<file path="src/rtl/fault_log_writer.sv">
module fault_log_writer #(
  parameter int PA_W = 52,
  parameter int TAIL_W = 19,
  parameter logic [3:0] RST_SIZE = 4'd8
) (
  input  logic         clk,
  input  logic         rst_n,
  input  logic         cfg_we,
  input  logic [2:0]   cfg_sel,
  input  logic [63:0]  cfg_wdata,
  output logic [63:0]  cfg_rdata,
  input  logic         flt_valid,
  output logic         flt_ready,
  input  logic [3:0]   flt_code,
  input  logic [15:0]  flt_rid,
  input  logic [15:0]  flt_dom,
  input  logic [63:0]  flt_addr,
  input  logic         flt_present,
  input  logic         flt_write,
  output logic         mem_wvalid,
  input  logic         mem_wready,
  output logic [63:0]  mem_waddr,
  output logic [127:0] mem_wdata,
  output logic         irq
);
  localparam logic [2:0] SEL_CTL = 3'd0;
  localparam logic [2:0] SEL_BASE = 3'd1;
  localparam logic [2:0] SEL_HEAD = 3'd2;
  localparam logic [2:0] SEL_TAIL = 3'd3;
  localparam logic [2:0] SEL_STS = 3'd4;
  localparam int BASE_PAD = 56 - PA_W;
  localparam logic [TAIL_W:0] REC_STEP = (TAIL_W+1)'(16);
  localparam logic [TAIL_W:0] ONE = (TAIL_W+1)'(1);

  logic ctl_en, ctl_log, ctl_ie;
  logic [PA_W-1:12] base_q;
  logic [3:0] size_q;
  logic [TAIL_W-1:0] head_q, tail_q;
  logic ovf_q, intr_q, busy_q;
  logic [63:0] addr_q;
  logic [127:0] data_q;

  logic running, accept, take, full_hit, done, wrap;
  logic [TAIL_W:0] log_len, tail_inc;
  logic [15:0] info;

  assign running  = ctl_en & ctl_log;
  assign log_len  = ONE << size_q;
  assign accept   = flt_valid & ~busy_q;
  assign take     = accept & running & ~ovf_q & ({1'b0, tail_q} < log_len);
  assign full_hit = accept & running & ~ovf_q & ({1'b0, tail_q} >= log_len);
  assign done     = busy_q & mem_wready;
  assign tail_inc = {1'b0, tail_q} + REC_STEP;
  assign wrap     = tail_inc >= log_len;
  assign info     = (flt_code == 4'd2) ? {flt_code, 6'd0, flt_write, flt_present, 4'd0}
                                       : {flt_code, 12'd0};

  assign flt_ready  = ~busy_q;
  assign mem_wvalid = busy_q;
  assign mem_waddr  = addr_q;
  assign mem_wdata  = data_q;
  assign irq        = intr_q & ctl_ie;

  always_comb begin
    case (cfg_sel)
      SEL_CTL:  cfg_rdata = {60'd0, ctl_ie, ctl_log, 1'b0, ctl_en};
      SEL_BASE: cfg_rdata = {4'd0, size_q, {BASE_PAD{1'b0}}, base_q, 12'd0};
      SEL_HEAD: cfg_rdata = {{(64-TAIL_W){1'b0}}, head_q};
      SEL_TAIL: cfg_rdata = {{(64-TAIL_W){1'b0}}, tail_q};
      SEL_STS:  cfg_rdata = {60'd0, running, 1'b0, intr_q, ovf_q};
      default:  cfg_rdata = 64'd0;
    endcase
  end

  always_ff @(posedge clk) begin
    if (!rst_n) begin
      ctl_en <= 1'b0; ctl_log <= 1'b0; ctl_ie <= 1'b0;
      base_q <= '0; size_q <= RST_SIZE;
      head_q <= '0; tail_q <= '0;
      ovf_q <= 1'b0; intr_q <= 1'b0; busy_q <= 1'b0;
      addr_q <= '0; data_q <= '0;
    end else begin
      if (cfg_we) begin
        case (cfg_sel)
          SEL_CTL: begin
            ctl_en <= cfg_wdata[0]; ctl_log <= cfg_wdata[2]; ctl_ie <= cfg_wdata[3];
          end
          SEL_BASE: begin
            base_q <= cfg_wdata[PA_W-1:12]; size_q <= cfg_wdata[59:56];
          end
          SEL_HEAD: head_q <= {cfg_wdata[TAIL_W-1:4], 4'd0};
          SEL_TAIL: tail_q <= {cfg_wdata[TAIL_W-1:4], 4'd0};
          SEL_STS: begin
            if (cfg_wdata[0]) ovf_q <= 1'b0;
            if (cfg_wdata[1]) intr_q <= 1'b0;
          end
          default: ;
        endcase
      end
      if (take) begin
        busy_q <= 1'b1;
        addr_q <= {{(64-PA_W){1'b0}}, base_q, 12'd0} + {{(64-TAIL_W){1'b0}}, tail_q};
        data_q <= {flt_addr, info, flt_dom, 16'd0, flt_rid};
      end
      if (full_hit) ovf_q <= 1'b1;
      if (done) begin
        busy_q <= 1'b0;
        intr_q <= 1'b1;
        if (wrap) begin
          tail_q <= '0;
          ovf_q <= 1'b1;
        end else begin
          tail_q <= tail_inc[TAIL_W-1:0];
        end
      end
    end
  end


  hold_stable_chk: assert property (@(posedge clk) disable iff (!rst_n)
    (mem_wvalid && !mem_wready) |=> (mem_wvalid && $stable(mem_waddr) && $stable(mem_wdata)));

  drop_when_off_chk: assert property (@(posedge clk) disable iff (!rst_n)
    (flt_valid && flt_ready && !(ctl_en && ctl_log)) |=> !mem_wvalid);

  tail_step_chk: assert property (@(posedge clk) disable iff (!rst_n)
    (mem_wvalid && mem_wready) |=> ((tail_q == $past(tail_q) + 5'd16) || (tail_q == '0 && ovf_q)));

  intr_set_chk: assert property (@(posedge clk) disable iff (!rst_n)
    (mem_wvalid && mem_wready) |=> intr_q);

  ovf_drop_chk: assert property (@(posedge clk) disable iff (!rst_n)
    (flt_valid && flt_ready && ovf_q) |=> !mem_wvalid);
endmodule

</file>
<file path="config.mk">
export PLATFORM = sky130hd
export DESIGN_NAME = fault_log_writer
export DESIGN_NICKNAME = d
export VERILOG_FILES = /design/src/rtl/fault_log_writer.sv
export SDC_FILE = /design/constraint.sdc
export NUM_CORES = 1
export LEC_CHECK = 0
export CORE_MARGIN = 5
export CORE_UTILIZATION = 35
export DETAILED_ROUTE_END_ITERATION = 12
export DONT_BUFFER_PORTS = 1
export GPL_ROUTABILITY_DRIVEN = 0
export GPL_TIMING_DRIVEN = 1
export SKIP_CTS_REPAIR_TIMING = 1
export SLEW_MARGIN = 20
export SYNTH_ARGS = -nofsm -noshare
export SYNTH_HDL_FRONTEND = slang
export SYNTH_SLANG_ARGS = --single-unit
</file>
<file path="constraint.sdc">
create_clock -name clk -period 3.5 [get_ports clk]
set_clock_uncertainty 0.2 [all_clocks]
set_input_delay 0.7 -clock clk [delete_from_list [all_inputs] [get_ports clk]]
set_output_delay 0.7 -clock clk [all_outputs]
set_load 0.1 [all_outputs]
</file>
==> out/qor.yml <==
synth:
  synthArstFlopShare_pct: 0
  yosys.cell_count.top_type: "nand2_1"
  ys_types: 52
  yosys-top-cells-area: "dfxtp_1 43%, nand2_1 13%, a21oi_1 10%, ha_1 3.7%, buf_4 3.5%"
  synth_common_cells: "380 x nand2_1, 231 x dfxtp_1, 220 x a21oi_1, 70 x clkbuf_1, 51 x buf_4"
  yosysWarnings: 0
  yosys.area.top_type_share_pct: 42.6
  seq_area_frac_synth_pct: 42.6
  ys_ff_latch: 231
  synth_area_sq_mm: 0.0109
  avgSynthCellArea_sq_um: 7.76
  postSynthCellCount: 1398
  synth_top_area_cell: "dfxtp_1"
  synth_edf_count: 0
  synthFlopType: "dfxtp_1"
clock_tree:
  clock_sinks: 231
  numCtsBuffers: 26
  clockBufferDepth: 3
  htree_levels: 1
  cts_tree: "done"
  root_buffer: "clkbuf_16"
  clk_latency_ps: 530
  clkTransAtPathRegs_ps: 60
min_path:
  hp-class: "input port to flip-flop"
  worstHoldStart: "rst_n"
  hold_end: "size_q[3]$_SDFFE_PN1P_"
  whs_path_depth: 1
cells_and_area:
  nets: 1640
  drive_gt1_share_pct: 12.5
  stdcell_count: 1849
  syn_to_final_growth_pct: 20.6
  num_antenna_cells: 0
worst_setup_path:
  crit_fanout: 13
  r2r-end: "mem_waddr[19]$_SDFFE_PN0P_"
  worst_setup_path_end_kind: "flip-flop"
  cp.required_ps: 3760
  start_kind: "flip-flop"
  path_class: "flip-flop to flip-flop"
  rrSetupSlack_ps: 230
  worstReg2RegStart: "size_q[3]$_SDFFE_PN1P_"
  r2r_cells: 10
  cp.arrival_ps: 3530
timing:
  max_freq_ghz: 0.306
  period_share_pct: 93.5
  max_slew_margin_pct: 27.6
  hold_viol: 0
  final_max_slew_viol_count: 0
  fin_setup_tns_ps: 0
  finalCriticalPeriod_ps: 3270
  tightest_slew_ps: 1080
  rsz0062_at_grt: "false"
  setup_viol: 0
detailed_routing:
  route.detailed.drc: 0
  drt-initial-drc-count: 606
  wl_met3_mm: 3.40
  dr_wl_met2_mm: 16.7
  antenna_left: 0
  post_drt_via_cell_ratio: 5.17
  wirelength_mm: 35.4
  wl_per_cell_microns: 19.1
  dr.pass1.iters: 6
  routed.top_layer: "met4"
  vias: 9562
  wl_met1_mm: 14.6
pwr:
  comb_power_share_pct: 7.7
  p_sw_share_pct: 25.4
  p_int_mw: 4.55
  p_leak_nw: 4.84
  peakVddDrop_mv: 0.336
  pwr-share-seq_pct: 43.9
  powerDensity_mw_per_mm2: 466
  power_frac_clock_pct: 48.3
  p_sw_mw: 1.55
place:
  post-place-cells: 1800
  place_hpwl_mm: 25.9
  port_buffers: 0
floorplan:
  core_sq_mm: 0.0306
  die_h_microns: 186
  top_level_ports: 433
  rows: 64
  initial_core_util_pct: 35.5
  die_width_microns: 186
  die_area_sq_mm: 0.0346
flow_run:
  drv_cap: 0
global_routing:
  grt_pass1_wl_mm: 52.1
  grt_pass1_vias: 9074
  grt.overflow.total: 0
  grt_max_degree: 101
  grt_usage_pct: 18.8
  antenna_found_initial: 1
outcome:
  outcome: "finished clean"
==> cells by family after synthesis <==
kind of cell / count (synthesis) / synth area share, %
buffers and inverters: 167 / 7.82
adder cells (fa/ha/maj): 33 / 3.87
multiplexers: 36 / 3.41
AND/OR/NAND/NOR: 580 / 23.3
other: 1 / 0.0346
AO/OA/AOI/OAI: 304 / 15.2
XOR/XNOR: 46 / 3.71
flip-flops: 231 / 42.6
==> registers in the layout, indices dropped and copies added, names as in the netlist, 4 cells and up <==
name       count
tail_q        15
base_q        40
mem_waddr     49
size_q         4
mem_wdata    102
head_q        15
==> layer usage <==
| layer | vias to the layer above | track usage, % |
|---|---|---|
| met2 | 354 | 30.2 |
| met1 | 4502 | 24.6 |
| li1 | 4660 | - |
| met5 | - | 0 |
| met3 | 46 | 6.29 |
| met4 | 0 | 4.49 |
==> layout make-up <==
cell class	count	area, sq um
clock buffers	32	714
clock inverters	16	214
fillers	3082	17500
inverters	25	98.8
multi-input cells	1049	5660
flip-flops and latches	231	4630
well taps	396	495
repair buffers	100	1280
==> worst max-delay path, stage by stage, from the launching register on <==
cell	delay [ps]
dfxtp_1	530
nor2b_1	310
nand2_1	150
ha_1	220
a211oi_1	280
o21ai_0	250
o31ai_1	250
buf_4	180
nand3_4	240
or3_1	440
a21oi_1	130
==> placed cells by master (no fill, tap or decap), drive strengths merged, types with 3 or more instances in the layout <==
cell type / n
a211oi: 12
a21o: 3
a21oi: 221
a22oi: 7
and2: 43
and3: 12
and4: 6
buf: 100
bufinv: 5
clkbuf: 32
clkinv: 8
conb: 49
dfxtp: 231
ha: 32
inv: 26
mux2: 8
mux2i: 28
nand2: 380
nand2b: 5
nand3: 35
nand4: 17
nor2: 50
nor2b: 10
nor3: 8
o211ai: 5
o21ai: 33
o22ai: 12
o41ai: 3
or4: 4
xnor2: 25
xor2: 21
==> how the worst max path moves through the flow <==
stage                       startpoint                         end  slack (ps)  cells after the start
2_1_floorplan               cfg_sel[0]               cfg_rdata[16]          70                      4
3_3_place_gp    tail_q[4]$_SDFFE_PN0P_      tail_q[8]$_SDFFE_PN0P_         280                     12
3_5_place_dp    tail_q[4]$_SDFFE_PN0P_     tail_q[10]$_SDFFE_PN0P_         250                     12
4_1_cts         tail_q[4]$_SDFFE_PN0P_      tail_q[7]$_SDFFE_PN0P_         250                     12
5_1_grt        tail_q[12]$_SDFFE_PN0P_     tail_q[13]$_SDFFE_PN0P_          10                     11
6_report        size_q[3]$_SDFFE_PN1P_  mem_waddr[19]$_SDFFE_PN0P_         230                     10
==> stage by stage <==
stage | total power, mW | cell area, sq um | setup WS, ps | hold WS (ps) | utilization [%]
2_1_floorplan | 3.18 | 11100 | 69.3 | 234 | -
6_report | 6.10 | 13100 | 229 | 47.3 | 42.8
3_3_place_gp | 3.20 | 12100 | 283 | 240 | 39.7
5_1_grt | 6.31 | 13100 | 12.0 | 23.3 | 42.8
4_1_cts | 6.16 | 13100 | 248 | 24.8 | 42.7
3_5_place_dp | 3.20 | 12100 | 253 | 247 | 39.7
==> power groups by stage <==
stage               sequential, mW  clock [mW]  combinational (mW)
global placement              2.74           0               0.464
global route                  2.68        3.14               0.498
finish                        2.68        2.95               0.471
floorplan                     2.73           0               0.454
CTS                           2.68        3.02               0.469
detailed placement            2.74           0               0.468
No activity file was read; power rests on OpenSTA's default activity.
